===== src/rtl/standby_pkg.sv =====
package standby_pkg;

    localparam int CAUSE_W = 3;

    typedef enum logic [2:0] {
        ST_RUN   = 3'd0,
        ST_DRAIN = 3'd1,
        ST_ENTER = 3'd2,
        ST_STBY  = 3'd3,
        ST_WAKE  = 3'd4
    } sb_state_e;

    typedef enum logic [CAUSE_W-1:0] {
        WC_NONE  = 3'd0,
        WC_EVENT = 3'd1,
        WC_IRQ   = 3'd2,
        WC_FIQ   = 3'd3,
        WC_ABORT = 3'd4,
        WC_DEBUG = 3'd5,
        WC_RESET = 3'd6
    } wake_cause_e;

    typedef struct packed {
        logic dbg;
        logic abort;
        logic fiq;
        logic irq;
        logic sev;
        logic timer;
    } wake_src_t;

    // Highest-ranked source wins; events count only in WFE mode.
    function automatic wake_cause_e rank_cause(wake_src_t s, logic wfe_mode, logic evt_pend);
        if (s.dbg)        return WC_DEBUG;
        else if (s.abort) return WC_ABORT;
        else if (s.fiq)   return WC_FIQ;
        else if (s.irq)   return WC_IRQ;
        else if (wfe_mode && (s.sev || s.timer || evt_pend)) return WC_EVENT;
        else              return WC_NONE;
    endfunction

endpackage


===== src/rtl/sb_event_reg.sv =====
module sb_event_reg (
    input  logic clk,
    input  logic rst,
    input  logic evt_set,
    input  logic evt_clr,
    output logic evt_q
);
    // A new event on the same cycle as a consume is kept, not lost.
    always_ff @(posedge clk) begin
        if (rst)          evt_q <= 1'b0;
        else if (evt_set) evt_q <= 1'b1;
        else if (evt_clr) evt_q <= 1'b0;
    end
endmodule


===== src/rtl/sb_wake_eval.sv =====
module sb_wake_eval
    import standby_pkg::*;
(
    input  wake_src_t   src,
    input  logic        wfe_mode,
    input  logic        evt_pend,
    output logic        wake,
    output wake_cause_e cause
);
    always_comb begin
        cause = rank_cause(src, wfe_mode, evt_pend);
        wake  = (cause != WC_NONE);
    end
endmodule


===== src/rtl/sb_fsm.sv =====
module sb_fsm
    import standby_pkg::*;
(
    input  logic        clk,
    input  logic        rst,
    input  logic        wfi_req,
    input  logic        wfe_req,
    input  logic        mem_idle,
    input  logic        evt_q,
    input  logic        wake,
    input  wake_cause_e cause,
    input  logic        snoop_req,
    output logic        wfe_mode,
    output logic        evt_consume,
    output logic        core_clk_en,
    output logic        snoop_clk_en,
    output logic        in_standby,
    output logic        wake_valid,
    output logic [CAUSE_W-1:0] wake_cause
);
    sb_state_e   state_q, state_n;
    wake_cause_e held_cause_q;
    wake_cause_e out_cause_q;
    logic        mode_q;
    logic        snoop_q;
    logic        valid_q;
    logic        rst_flag_q;

    logic any_req, wfe_only, quick_ret, gated_n, listening;

    always_comb begin
        any_req   = wfi_req | wfe_req;
        wfe_only  = wfe_req & ~wfi_req;
        quick_ret = (state_q == ST_RUN) & wfe_only & evt_q;
        listening = (state_q == ST_ENTER) | (state_q == ST_STBY);
    end

    always_comb begin
        state_n = state_q;
        unique case (state_q)
            ST_RUN:   if (any_req && !quick_ret) state_n = mem_idle ? ST_ENTER : ST_DRAIN;
            ST_DRAIN: if (mem_idle) state_n = ST_ENTER;
            ST_ENTER: state_n = wake ? ST_WAKE : ST_STBY;
            ST_STBY:  if (wake) state_n = ST_WAKE;
            ST_WAKE:  state_n = ST_RUN;
            default:  state_n = ST_RUN;
        endcase
        gated_n = (state_n == ST_ENTER) | (state_n == ST_STBY) | (state_n == ST_WAKE);
    end

    always_ff @(posedge clk) begin
        if (rst) begin
            state_q      <= ST_RUN;
            mode_q       <= 1'b0;
            held_cause_q <= WC_NONE;
            out_cause_q  <= WC_NONE;
            snoop_q      <= 1'b0;
            valid_q      <= 1'b0;
            rst_flag_q   <= 1'b1;
        end else begin
            state_q    <= state_n;
            rst_flag_q <= 1'b0;
            if (state_q == ST_RUN && any_req) mode_q <= wfe_only;
            if (listening && wake) held_cause_q <= cause;
            snoop_q <= snoop_req & gated_n;
            if (rst_flag_q) begin
                valid_q     <= 1'b1;
                out_cause_q <= WC_RESET;
            end else if (state_q == ST_WAKE) begin
                valid_q     <= 1'b1;
                out_cause_q <= held_cause_q;
            end else begin
                valid_q     <= 1'b0;
                out_cause_q <= WC_NONE;
            end
        end
    end

    always_comb begin
        wfe_mode     = mode_q;
        evt_consume  = quick_ret | (mode_q & listening & wake);
        core_clk_en  = (state_q == ST_RUN) | (state_q == ST_DRAIN);
        snoop_clk_en = core_clk_en | snoop_q;
        in_standby   = (state_q == ST_STBY);
        wake_valid   = valid_q;
        wake_cause   = out_cause_q;
    end
endmodule


===== src/rtl/standby_ctrl.sv =====
module standby_ctrl
    import standby_pkg::*;
(
    input  logic clk,
    input  logic rst,
    input  logic wfi_req,
    input  logic wfe_req,
    input  logic mem_idle,
    input  logic irq,
    input  logic fiq,
    input  logic async_abort,
    input  logic dbg_req,
    input  logic sev_in,
    input  logic timer_evt,
    input  logic snoop_req,
    output logic core_clk_en,
    output logic snoop_clk_en,
    output logic in_standby,
    output logic wake_valid,
    output logic [2:0] wake_cause
);
    wake_src_t   src;
    wake_cause_e cause;
    logic        wake, evt_q, wfe_mode, evt_consume;

    always_comb begin
        src.dbg   = dbg_req;
        src.abort = async_abort;
        src.fiq   = fiq;
        src.irq   = irq;
        src.sev   = sev_in;
        src.timer = timer_evt;
    end

    sb_event_reg u_evt (
        .clk     (clk),
        .rst     (rst),
        .evt_set (sev_in | timer_evt),
        .evt_clr (evt_consume),
        .evt_q   (evt_q)
    );

    sb_wake_eval u_eval (
        .src      (src),
        .wfe_mode (wfe_mode),
        .evt_pend (evt_q),
        .wake     (wake),
        .cause    (cause)
    );

    sb_fsm u_fsm (
        .clk          (clk),
        .rst          (rst),
        .wfi_req      (wfi_req),
        .wfe_req      (wfe_req),
        .mem_idle     (mem_idle),
        .evt_q        (evt_q),
        .wake         (wake),
        .cause        (cause),
        .snoop_req    (snoop_req),
        .wfe_mode     (wfe_mode),
        .evt_consume  (evt_consume),
        .core_clk_en  (core_clk_en),
        .snoop_clk_en (snoop_clk_en),
        .in_standby   (in_standby),
        .wake_valid   (wake_valid),
        .wake_cause   (wake_cause)
    );
endmodule


===== config.mk =====
export PLATFORM = sky130hd
export DESIGN_NAME = standby_ctrl
export DESIGN_NICKNAME = d
export VERILOG_FILES = /design/src/rtl/standby_pkg.sv /design/src/rtl/sb_event_reg.sv /design/src/rtl/sb_wake_eval.sv /design/src/rtl/sb_fsm.sv /design/src/rtl/standby_ctrl.sv
export SDC_FILE = /design/constraint.sdc
export NUM_CORES = 1
export LEC_CHECK = 0
export ABC_AREA = 1
export BUFFER_PORTS_ARGS = -buffer_cell sky130_fd_sc_hd__buf_4
export CAP_MARGIN = 40
export CORE_AREA = 2 2 39 41
export CTS_BUF_LIST = sky130_fd_sc_hd__clkbuf_8
export CTS_CLUSTER_DIAMETER = 60
export DETAILED_ROUTE_END_ITERATION = 16
export DIE_AREA = 0 0 41 43
export PLACE_DENSITY = 0.73
export SLEW_MARGIN = 40
export SYNTH_ARGS = -nofsm -noshare
export SYNTH_HDL_FRONTEND = slang
export SYNTH_HIERARCHICAL = 1
export SYNTH_SLANG_ARGS = --single-unit

===== constraint.sdc =====
create_clock -name clk -period 3 [get_ports clk]
set_clock_uncertainty 0.2 [all_clocks]
set_input_delay 0.6 -clock clk [delete_from_list [all_inputs] [get_ports clk]]
set_output_delay 0.6 -clock clk [all_outputs]
set_load 0.02 [all_outputs]

==> results of run 1 <==
==> metrics by stage <==
stage               util (%)  worst slack, ns  instances  hold WS (ns)  total power [mW]
finish                  60.4             1.06        130         0.225             0.468
global route            60.4            0.990        130         0.249             0.494
CTS                     60.4             1.05        130         0.233             0.472
detailed placement      56.4             1.05        126         0.224             0.292
global placement        56.4             1.10        126         0.213             0.291
floorplan                  -             1.28         92         0.197             0.260
==> registers in the layout (all words and copies together), names as in the netlist <==
register            cells
u_fsm/state_q           3
u_evt/evt_q             1
u_fsm/snoop_q           1
u_fsm/rst_flag_q        1
u_fsm/wfe_mode          1
u_fsm/wake_cause        3
u_fsm/wake_valid        1
u_fsm/held_cause_q      3
==> power by group <==
part           internal [mW]  switching (mW)
Sequential             0.199         0.00654
Combinational         0.0351          0.0470
Clock                  0.116          0.0638
==> cell type report <==
type | instances | area (um^2)
inverters | 25 | 93.8
fillers | 123 | 548
flip-flops and latches | 14 | 280
well taps | 16 | 20.0
multi-input cells | 53 | 251
repair buffers | 18 | 135
clock buffers | 4 | 55.1
==> cells in the final DEF (no fill, tap or decap), types with 3 or more instances in the layout <==
cell type,instances
nor2_1,10
buf_4,18
dfxtp_1,14
nand2_1,15
nand4_1,3
a21oi_1,9
clkbuf_8,4
inv_1,25
o21ai_0,5
nand3_1,3
==> path summary, 6_finish.rpt <==
path	slack, ns	cells after the start	to
min reg2reg	0.23	1	u_fsm/wake_cause[0]
max reg2reg	1.45	9	u_evt/evt_q
min	0.23	1	u_fsm/wake_cause[0]
max	1.06	3	snoop_clk_en
==> kinds of logic (layout without fill, tap and decap cells) <==
logic type             Yosys count  after routing
buffers and inverters           25             47
flip-flops                      14             14
AO/OA/AOI/OAI                   16             16
AND/OR/NAND/NOR                 37             37
==> metal layers <==
layer  vias up  share of wire [%]
li1        326                  -
met1       248                 43
met2        21                 50
met3         4                5.7
met4         0                1.3
met5         -                  0
==> qor.json, run 1 <==
{
  "ios": {"value": 19},
  "initial_utilization": {"value": 45.2, "unit": "%"},
  "cts_root_buffer": {"value": "clkbuf_8"},
  "number_of_buffers_and_inverters_on_the_critical_path": {"value": 1},
  "grt_pass1_wl": {"value": 2150, "unit": "um"},
  "final_period_minus_worst_setup_slack": {"value": 1.94, "unit": "ns"},
  "cts_setup_buffers": {"value": 0},
  "gr-max-usage-layer": {"value": "met2"},
  "min-delay-path-class": {"value": "reg2reg"},
  "finish.net_count": {"value": 127},
  "synth.top_cells.by_area": {"value": "dfxtp_1, inv_1, nand2_1"},
  "setup_total_negative_slack": {"value": 0, "unit": "ns"},
  "floorplan.rows": {"value": 14},
  "synth-compound-area-share": {"value": 14.0, "unit": "%"},
  "slew_headroom": {"value": 80.5, "unit": "%"},
  "clock_insertion_delay_at_the_later_pin_of_the_skew_report": {"value": 0.24, "unit": "ns"},
  "drive_gt1_share": {"value": 23.7, "unit": "%"},
  "place.port_buffers": {"value": 18},
  "post-dp-hpwl": {"value": 921, "unit": "um"},
  "synth.area.mux_share": {"value": 0, "unit": "%"},
  "cts-hold-fix-buffers": {"value": 0},
  "critPathRequiredTime": {"value": 2.20, "unit": "ns"},
  "synth-simple-area-share": {"value": 26.2, "unit": "%"},
  "postSynthNetCount": {"value": 104},
  "timing.final.crit_share": {"value": 64.6, "unit": "%"},
  "drt_pre_antenna_iters": {"value": 4},
  "die_height": {"value": 43, "unit": "um"},
  "power-per-cell-area": {"value": 560, "unit": "nW/um^2"},
  "postSynthCellCount": {"value": 92},
  "detailedRoute.firstIterationViolations": {"value": 13},
  "synth_enable_flop_cells": {"value": 0},
  "irDropWorstVdd": {"value": 0.300, "unit": "mV"},
  "layout.cell_area.non_filler": {"value": 836, "unit": "um^2"},
  "min-delay-start": {"value": "u_fsm/rst_flag_q"},
  "ant_cells": {"value": 0},
  "crit_fanout": {"value": 5},
  "placedInstanceArea": {"value": 781, "unit": "um^2"},
  "finalSetupViolCount": {"value": 0},
  "clkTransAtPathRegs": {"value": 0.06, "unit": "ns"},
  "crit_path_start_kind": {"value": "register"},
  "cts_tree": {"value": "yes"},
  "globalRouteMet2Util": {"value": 26.6, "unit": "%"},
  "cts_htree_levels": {"value": 1},
  "routed_via_density": {"value": 4.61},
  "reg2reg_from": {"value": "u_fsm/wfe_mode"},
  "worstPathArrival": {"value": 1.14, "unit": "ns"},
  "gr-usage-all-layers": {"value": 17.9, "unit": "%"},
  "synth_warnings": {"value": 6},
  "synthMostInstantiatedCell": {"value": "inv_1"},
  "average_wire_per_standard_cell": {"value": 9.15, "unit": "um"},
  "cts.sinks": {"value": 14},
  "postSynth.topFlopCell": {"value": "dfxtp_1"},
  "mapped_cell_area": {"value": 626, "unit": "um^2"},
  "synth_top_family_by_area": {"value": "simple AND/OR/NAND/NOR gates"},
  "grt_remaining_overflow": {"value": 0},
  "gates_resized_cts_repair": {"value": 0},
  "critPathLaunch": {"value": "u_fsm/state_q[1]"},
  "finalWeightedCongestion": {"value": 0.837},
  "cp-end-kind": {"value": "output port"},
  "max_clock_freq": {"value": 516, "unit": "MHz"},
  "yosys.area.top_type": {"value": "dfxtp_1"},
  "synth_cell_type_count": {"value": 15},
  "synth-async-reset-ratio": {"value": 0, "unit": "%"},
  "synth_seq_area_share": {"value": 44.8, "unit": "%"},
  "timing_max_transition_violations_final": {"value": 0},
  "critical_path_class": {"value": "reg2out"},
  "clock_tree.buffer_depth": {"value": 2},
  "std_cell_core_area": {"value": 1380, "unit": "um^2"},
  "path_cells": {"value": "nor2_1 > or2_2 > buf_4"},
  "worst_path_dominant_cell_family": {"value": "flip-flops"},
  "antenna_left": {"value": 0},
  "hold_viol_final": {"value": 0},
  "crit_path_top_delay_cell": {"value": "dfxtp_1"},
  "number_of_antenna_violations_at_the_first_check_in_global_routing": {"value": 0},
  "tritoncts.num_buffers": {"value": 3},
  "via_count": {"value": 599},
  "die-area": {"value": 1760, "unit": "um^2"},
  "synth-xor-area-share": {"value": 0, "unit": "%"},
  "grt_pass1_vias": {"value": 555},
  "post_synth_fa_ha_maj_area_fraction": {"value": 0, "unit": "%"},
  "synthTopCellsByCount": {"value": "inv_1, nand2_1, dfxtp_1"},
  "leakagePower": {"value": 0.436, "unit": "nW"},
  "synthesis.area_per_instance": {"value": 6.80, "unit": "um^2"},
  "max_cap_violations": {"value": 0},
  "route.detailed.drc": {"value": 0},
  "status": {"value": "completed"},
  "grt_max_degree": {"value": 10},
  "slowest_delay": {"value": 0.40, "unit": "ns"},
  "grt_use_met3": {"value": 5.24, "unit": "%"},
  "groute.layer.met1.usage": {"value": 22.6, "unit": "%"},
  "setup_repair_after_global_routing_missed_its_margin": {"value": "no"},
  "die-width": {"value": 41, "unit": "um"},
  "area.growth.synth_to_final": {"value": 33.6, "unit": "%"},
  "postSynthRegisterBits": {"value": 14},
  "worst-slew-pin-transition": {"value": 0.290, "unit": "ns"},
  "portion_of_synthesized_cell_area_occupied_by_the_leading_cell_type": {"value": 44.8, "unit": "%"},
  "route.final.wire_length": {"value": 1190, "unit": "um"}
}
Power figures use the tool's default switching activity.
==> run 2, diff against run 1 <==
- CORE_AREA: 2 2 39 41 -> not set
- CORE_UTILIZATION: not set -> 46
- DIE_AREA: 0 0 41 43 -> not set
- PLACE_DENSITY: 0.73 -> 0.75
- clock period: 3 -> 1.6 ns (I/O delays scaled with it)
==> run 2 against run 1 <==
Compared with the run above:
- wire length increased by 9.5%
- non-clock buffer count increased by 3
- global-route usage increased by 3.8 points
- highest routed layer unchanged
- worst hold slack got worse by 0.17 ns
- sequential share of layout area decreased by 1.0 points
- utilization increased by 14 points
- clock power increased by 89%
- power increased by 94%
- design area increased by 6.3%
==> qor.json, run 2 (synthesis results as in run 1) <==
{
  "routed_via_density": {"value": 4.69, "change": "+1.7%"},
  "cts_htree_levels": {"value": 1, "change": "unchanged"},
  "worst-slew-pin-transition": {"value": 0.277, "unit": "ns", "change": "-0.0129 ns"},
  "fillerInstances": {"value": 100, "change": "-19%"},
  "route.detailed.drc": {"value": 0, "change": "unchanged"},
  "clock_tree.buffer_depth": {"value": 2, "change": "unchanged"},
  "drt_pre_antenna_iters": {"value": 4, "change": "unchanged"},
  "finish.net_count": {"value": 130, "change": "+2.4%"},
  "critical_path_class": {"value": "reg2out"},
  "tritoncts.num_buffers": {"value": 3, "change": "unchanged"},
  "max_cap_violations": {"value": 0, "change": "unchanged"},
  "net_sw_power": {"value": 0.234, "unit": "mW", "change": "+99%"},
  "route.final.wire_length": {"value": 1300, "unit": "um", "change": "+9.5%"},
  "status": {"value": "completed"},
  "crit_path_top_delay_cell": {"value": "dfxtp_4"},
  "die-width": {"value": 38.9, "unit": "um", "change": "-5.2%"},
  "min-delay-path-class": {"value": "in2reg"},
  "worstPathArrival": {"value": 1.00, "unit": "ns", "change": "-0.14 ns"},
  "mostFrequentLayoutCells": {"value": "inv_1, buf_4, nand2_1, dfxtp_1"},
  "max_clock_freq": {"value": 659, "unit": "MHz"},
  "place.detailed.instances": {"value": 125, "change": "-0.79%"},
  "slew_headroom": {"value": 81.4, "unit": "%", "change": "+0.86 points"},
  "ios": {"value": 19, "change": "unchanged"},
  "via_count": {"value": 614, "change": "+2.5%"},
  "std_cell_core_area": {"value": 1190, "unit": "um^2", "change": "-14%"},
  "final_cell_count_no_fill": {"value": 131, "change": "+0.77%"},
  "comb_power_share": {"value": 20.0, "unit": "%", "change": "+2.5 points"},
  "average_wire_per_standard_cell": {"value": 9.94, "unit": "um", "change": "+8.7%"},
  "clock_insertion_delay_at_the_later_pin_of_the_skew_report": {"value": 0.24, "unit": "ns", "change": "about the same"},
  "ant_cells": {"value": 0, "change": "unchanged"},
  "setup_repair_after_global_routing_missed_its_margin": {"value": "no"},
  "irDropWorstVdd": {"value": 0.613, "unit": "mV", "change": "+100%"},
  "final_period_minus_worst_setup_slack": {"value": 1.52, "unit": "ns"},
  "finalWeightedCongestion": {"value": 0.881, "change": "+5.2%"},
  "mostFrequentLayoutCell": {"value": "inv_1"},
  "leakagePower": {"value": 0.461, "unit": "nW", "change": "+5.8%"},
  "cts_root_buffer": {"value": "clkbuf_8"},
  "die_height": {"value": 38.9, "unit": "um", "change": "-9.6%"},
  "final_util": {"value": 74.9, "unit": "%", "change": "+14 points"},
  "cts.sinks": {"value": 14, "change": "unchanged"},
  "grt_pass1_vias": {"value": 552, "change": "-0.54%"},
  "timing_max_transition_violations_final": {"value": 0, "change": "unchanged"},
  "power_switching_share": {"value": 25.7, "unit": "%", "change": "+0.64 points"},
  "cts_tree": {"value": "yes"},
  "sequentialPowerShare": {"value": 42.5, "unit": "%", "change": "-1.5 points"},
  "antenna_left": {"value": 0, "change": "unchanged"},
  "clkTransAtPathRegs": {"value": 0.06, "unit": "ns", "change": "about the same"},
  "pwr-share-clk": {"value": 37.5, "unit": "%", "change": "-0.9 points"},
  "crit_path_start_kind": {"value": "register"},
  "finalSetupViolCount": {"value": 0, "change": "unchanged"},
  "setup_total_negative_slack": {"value": 0, "unit": "ns", "change": "unchanged"},
  "detailedRoute.firstIterationViolations": {"value": 17, "change": "+4"},
  "path_cells": {"value": "nor2_2 > or2_4 > buf_6"},
  "floorplan.rows": {"value": 12, "change": "-2"},
  "critPathRequiredTime": {"value": 1.08, "unit": "ns", "change": "-1.12 ns"},
  "die-area": {"value": 1510, "unit": "um^2", "change": "-14%"},
  "timing.final.crit_share": {"value": 94.8, "unit": "%"},
  "post-dp-hpwl": {"value": 960, "unit": "um", "change": "+4.2%"},
  "initial_utilization": {"value": 52.7, "unit": "%", "change": "+7.5 points"},
  "slowest_delay": {"value": 0.36, "unit": "ns", "change": "-0.04 ns"},
  "power-per-cell-area": {"value": 1020, "unit": "nW/um^2", "change": "+83%"},
  "multiInputGateArea": {"value": 272, "unit": "um^2", "change": "+8.0%"},
  "grt_max_degree": {"value": 10, "change": "unchanged"},
  "hold_viol_final": {"value": 0, "change": "unchanged"},
  "cp-end-kind": {"value": "output port"},
  "number_of_antenna_violations_at_the_first_check_in_global_routing": {"value": 0, "change": "unchanged"},
  "cell_internal_pwr": {"value": 0.674, "unit": "mW", "change": "+92%"},
  "area.growth.synth_to_final": {"value": 42.0, "unit": "%"},
  "sequential_cell_area": {"value": 289, "unit": "um^2", "change": "+3.1%"},
  "grt_remaining_overflow": {"value": 0, "change": "unchanged"},
  "place.port_buffers": {"value": 18, "change": "unchanged"},
  "gr-usage-all-layers": {"value": 21.7, "unit": "%", "change": "+3.8 points"},
  "grt_pass1_wl": {"value": 2160, "unit": "um", "change": "+0.65%"},
  "drive_gt1_share": {"value": 31.6, "unit": "%", "change": "+7.9 points"},
  "crit_fanout": {"value": 4, "change": "-1"}
}
-- run 2: cell type report --
type	instances	area share, %
repair buffers	21	18.2
multi-input cells	53	30.6
flip-flops and latches	14	32.5
inverters	25	10.6
clock buffers	4	6.20
well taps	14	1.97
-- run 2: power by group through the flow --
stage / clock network (mW) / registers, mW / logic, mW
6_report: 0.340 / 0.386 / 0.181
5_1_grt: 0.372 / 0.389 / 0.205
4_1_cts: 0.348 / 0.385 / 0.167
3_5_place_dp: 0 / 0.394 / 0.157
3_3_place_gp: 0 / 0.394 / 0.155
2_1_floorplan: 0 / 0.398 / 0.0894
-- run 2: critical path, delay by kind of cell (launching register included) --
kind	cells	cell delay, ns
and+or+nand+nor	2	0.26
DFF	1	0.36
buffers and inverters	1	0.13
-- run 2: what timing repair did --
action | in CTS | in global routing
gates resized for setup | 3 | 13
setup buffers | 2 | 0
hold buffers | 0 | 0
setup endpoints to repair | 1 | 7
gates cloned | 0 | 0
pin swaps | 0 | 1
-- run 2: path summary, 6_finish.rpt --
path	slack, ns	start	cells past startpoint	endpoint
worst max-delay path	0.08	u_fsm/state_q[2]	3	snoop_clk_en
worst max register to register	0.10	u_fsm/state_q[1]	8	u_evt/evt_q
worst min register to register	0.22	u_fsm/rst_flag_q	1	u_fsm/wake_cause[0]
worst min-delay path	0.06	rst	1	u_fsm/rst_flag_q
-- run 2: routing by layer --
layer | track usage (%) | vias up | part of all wire (%)
li1 | - | 335 | -
met1 | 23.2 | 260 | 46
met2 | 36.7 | 17 | 48
met3 | 8.67 | 2 | 4.2
met4 | 10.3 | 0 | 1.9
met5 | 0 | - | 0
-- run 2: per-stage QoR --
stage          worst slack, ns  cell area [um^2]  power (mW)  hold slack (ns)
3_5_place_dp           -0.0409               786       0.551            0.215
2_1_floorplan            0.164               626       0.487            0.148
5_1_grt                0.00369               888       0.966           0.0525
3_3_place_gp            0.0369               786       0.549            0.207
4_1_cts                0.00481               861       0.900           0.0586
6_report                0.0831               888       0.908           0.0596
==> run 3, diff against run 2 <==
- CORE_MARGIN: not set -> 2
- SETUP_SLACK_MARGIN: not set -> 0.3
==> run 3 against run 2 <==
Compared with the run above:
- non-clock buffer count increased by 7
- highest routed layer unchanged
- clock power grew 1%
- utilization grew 6.1 points
- count of clock-buffer cells in the layout stayed put
- power grew 8.7%
- maximum frequency fell by 2.5%
- worst hold slack improved by 0.012 ns
- via count up 12%
- die area rose by 11%
- critical path depth is 1 higher
==> qor.json, run 3 (synthesis results as in run 1) <==
{
  "die-width": {"value": 40.9, "unit": "um", "change": "+5.1%"},
  "fillerInstances": {"value": 87, "change": "-13%"},
  "number_of_antenna_violations_at_the_first_check_in_global_routing": {"value": 0, "change": "unchanged"},
  "cp-end-kind": {"value": "output port"},
  "number_of_buffers_and_inverters_on_the_critical_path": {"value": 2, "change": "+1"},
  "tritoncts.num_buffers": {"value": 3, "change": "unchanged"},
  "comb_power_share": {"value": 25.4, "unit": "%", "change": "+5.4 points"},
  "cts_htree_levels": {"value": 1, "change": "unchanged"},
  "drt_pre_antenna_iters": {"value": 4, "change": "unchanged"},
  "r2r-end": {"value": "u_fsm/snoop_q"},
  "cts_root_buffer": {"value": "clkbuf_8"},
  "grt_pass1_wl": {"value": 2260, "unit": "um", "change": "+4.5%"},
  "mostFrequentLayoutCell": {"value": "inv_1"},
  "average_wire_per_standard_cell": {"value": 12.8, "unit": "um", "change": "+29%"},
  "status": {"value": "completed"},
  "worst_path_dominant_cell_family": {"value": "flip-flops"},
  "path_cells": {"value": "inv_4 > nand2_1 > nor2_1 > buf_4"},
  "worst_r2r_setup_slack": {"value": 0.10, "unit": "ns", "change": "about the same"},
  "min-delay-path-class": {"value": "in2reg"},
  "layout_setup_ws": {"value": 0.0446, "unit": "ns", "change": "-0.0385 ns"},
  "hold_path_depth": {"value": 1, "change": "unchanged"},
  "final_period_minus_worst_setup_slack": {"value": 1.56, "unit": "ns", "change": "+0.0385 ns"},
  "finalWeightedCongestion": {"value": 0.858, "change": "-2.7%"},
  "multiInputGateArea": {"value": 339, "unit": "um^2", "change": "+25%"},
  "cts.sinks": {"value": 14, "change": "unchanged"},
  "via_count": {"value": 689, "change": "+12%"},
  "finish.net_count": {"value": 137, "change": "+5.4%"},
  "post-dp-hpwl": {"value": 945, "unit": "um", "change": "-1.6%"},
  "critical_path_class": {"value": "reg2out"},
  "area.growth.synth_to_final": {"value": 66.4, "unit": "%"},
  "gr-usage-all-layers": {"value": 21.6, "unit": "%", "change": "-0.11 points"},
  "max_clock_freq": {"value": 643, "unit": "MHz", "change": "-2.5%"},
  "net_sw_power": {"value": 0.274, "unit": "mW", "change": "+17%"},
  "slew_headroom": {"value": 74.1, "unit": "%", "change": "-7.3 points"},
  "die-area": {"value": 1670, "unit": "um^2", "change": "+11%"},
  "power-per-cell-area": {"value": 948, "unit": "nW/um^2", "change": "-7.2%"},
  "crit_path_start_kind": {"value": "register"},
  "min-delay-start": {"value": "rst"},
  "holdPathEnd": {"value": "u_fsm/rst_flag_q"},
  "detailedRoute.firstIterationViolations": {"value": 7, "change": "-10"},
  "clock_insertion_delay_at_the_later_pin_of_the_skew_report": {"value": 0.24, "unit": "ns", "change": "about the same"},
  "grt_remaining_overflow": {"value": 0, "change": "unchanged"},
  "power_switching_share": {"value": 27.7, "unit": "%", "change": "+2.0 points"},
  "route.final.wire_length": {"value": 1780, "unit": "um", "change": "+36%"},
  "ios": {"value": 19, "change": "unchanged"},
  "setup_total_negative_slack": {"value": 0, "unit": "ns", "change": "unchanged"},
  "pwr-share-clk": {"value": 34.9, "unit": "%", "change": "-2.6 points"},
  "critPathRequiredTime": {"value": 1.08, "unit": "ns", "change": "about the same"},
  "grt_max_degree": {"value": 10, "change": "unchanged"},
  "clkTransAtPathRegs": {"value": 0.06, "unit": "ns", "change": "about the same"},
  "antenna_left": {"value": 0, "change": "unchanged"},
  "mostFrequentLayoutCells": {"value": "inv_1, buf_4, nand2_1, dfxtp_1, a21oi_2"},
  "worstPathArrival": {"value": 1.04, "unit": "ns", "change": "+0.04 ns"},
  "grt_pass1_vias": {"value": 552, "change": "unchanged"},
  "clock_tree.buffer_depth": {"value": 2, "change": "unchanged"},
  "routed_via_density": {"value": 4.96, "change": "+5.8%"},
  "max_cap_violations": {"value": 0, "change": "unchanged"},
  "timing_max_transition_violations_final": {"value": 0, "change": "unchanged"},
  "initial_utilization": {"value": 48.7, "unit": "%", "change": "-4.1 points"},
  "slowest_delay": {"value": 0.37, "unit": "ns", "change": "about the same"},
  "place.port_buffers": {"value": 18, "change": "unchanged"},
  "ant_cells": {"value": 0, "change": "unchanged"},
  "sequentialPowerShare": {"value": 39.7, "unit": "%", "change": "-2.8 points"},
  "std_cell_core_area": {"value": 1280, "unit": "um^2", "change": "+8.3%"},
  "cts_tree": {"value": "yes"},
  "cell_depth_of_the_worst_flop_to_flop_path": {"value": 9, "change": "+1"},
  "place_ws": {"value": 0.0290, "unit": "ns", "change": "+0.0700 ns"},
  "drive_gt1_share": {"value": 50.0, "unit": "%", "change": "+18 points"},
  "floorplan.rows": {"value": 13, "change": "+1"},
  "hold_viol_final": {"value": 0, "change": "unchanged"},
  "crit_path_top_delay_cell": {"value": "dfxtp_4"},
  "timing.final.crit_share": {"value": 97.2, "unit": "%", "change": "+2.4 points"},
  "irDropWorstVdd": {"value": 0.516, "unit": "mV", "change": "-16%"},
  "leakagePower": {"value": 0.517, "unit": "nW", "change": "+12%"},
  "worst-slew-pin-transition": {"value": 0.386, "unit": "ns", "change": "+0.109 ns"},
  "die_height": {"value": 40.9, "unit": "um", "change": "+5.1%"},
  "post-layout-total-power": {"value": 0.987, "unit": "mW", "change": "+8.7%"},
  "cell_internal_pwr": {"value": 0.713, "unit": "mW", "change": "+5.8%"},
  "sequential_cell_area": {"value": 290, "unit": "um^2", "change": "+0.43%"},
  "reg2reg_from": {"value": "u_fsm/wfe_mode"},
  "finalSetupViolCount": {"value": 0, "change": "unchanged"},
  "cts-hold-fix-buffers": {"value": 0, "change": "unchanged"},
  "route.detailed.drc": {"value": 0, "change": "unchanged"},
  "setup_repair_after_global_routing_missed_its_margin": {"value": "yes"},
  "crit_fanout": {"value": 3, "change": "-1"}
}
==> run 3: per-stage QoR <==
| step | cell area [um^2] | std cells | hold slack, ns | utilization, % |
|---|---|---|---|---|
| after floorplan | 634 | 92 | 0.148 | - |
| after global placement | 788 | 125 | 0.216 | 61.3 |
| after detailed placement | 788 | 125 | 0.226 | 61.3 |
| after CTS | 946 | 137 | 0.0595 | 73.6 |
| after global routing | 1040 | 139 | 0.0778 | 81.0 |
| final | 1040 | 139 | 0.0711 | 81.0 |
==> run 3: worst max path at each step <==
stage	start	endpoint	slack [ns]	cells after the start
floorplan	irq	u_evt/evt_q	0.24	8
global placement	irq	u_fsm/snoop_q	0.07	9
detailed placement	irq	u_evt/evt_q	0.03	9
CTS	u_fsm/state_q[2]	snoop_clk_en	0.08	3
global route	u_fsm/wfe_mode	u_evt/evt_q	0.003	9
finish	u_fsm/state_q[2]	in_standby	0.04	4
==> run 3: power groups by stage <==
stage | Clock, mW | Combinational, mW | Sequential (mW)
floorplan | 0 | 0.0911 | 0.399
global placement | 0 | 0.152 | 0.396
detailed placement | 0 | 0.154 | 0.397
CTS | 0.343 | 0.200 | 0.390
global route | 0.365 | 0.270 | 0.394
finish | 0.344 | 0.251 | 0.392
==> run 3: layer usage <==
metal  GRT usage (%)  routed length [um]
met2            35.2                 943
met4            14.2                  36
met3            6.52                  84
met1            24.0                 712
met5               0                   0
==> run 3: final cells by class <==
class,instances,share of cell area (%)
sequential,14,27.9
tap,15,1.80
inverter,25,9.25
timing repair buffer,28,23.2
clock buffer,4,5.29
multi-input combinational,53,32.6
==> run 3: worst register-to-register path, delay by kind of cell (launching register included) <==
kind / cells / cell delay [ns]
AND/OR/NAND/NOR: 6 / 0.58
flip-flops: 1 / 0.34
buffers and inverters: 2 / 0.08
AO/OA/AOI/OAI: 1 / 0.22
==> run 3: repair_timing <==
item / 4_1_cts / 5_1_grt
setup endpoints to repair: 10 / 14
gates resized for setup: 19 / 20
setup buffers: 8 / 2
gates cloned: 0 / 0
hold endpoints to repair: 0 / 0
pin swaps: 7 / 8
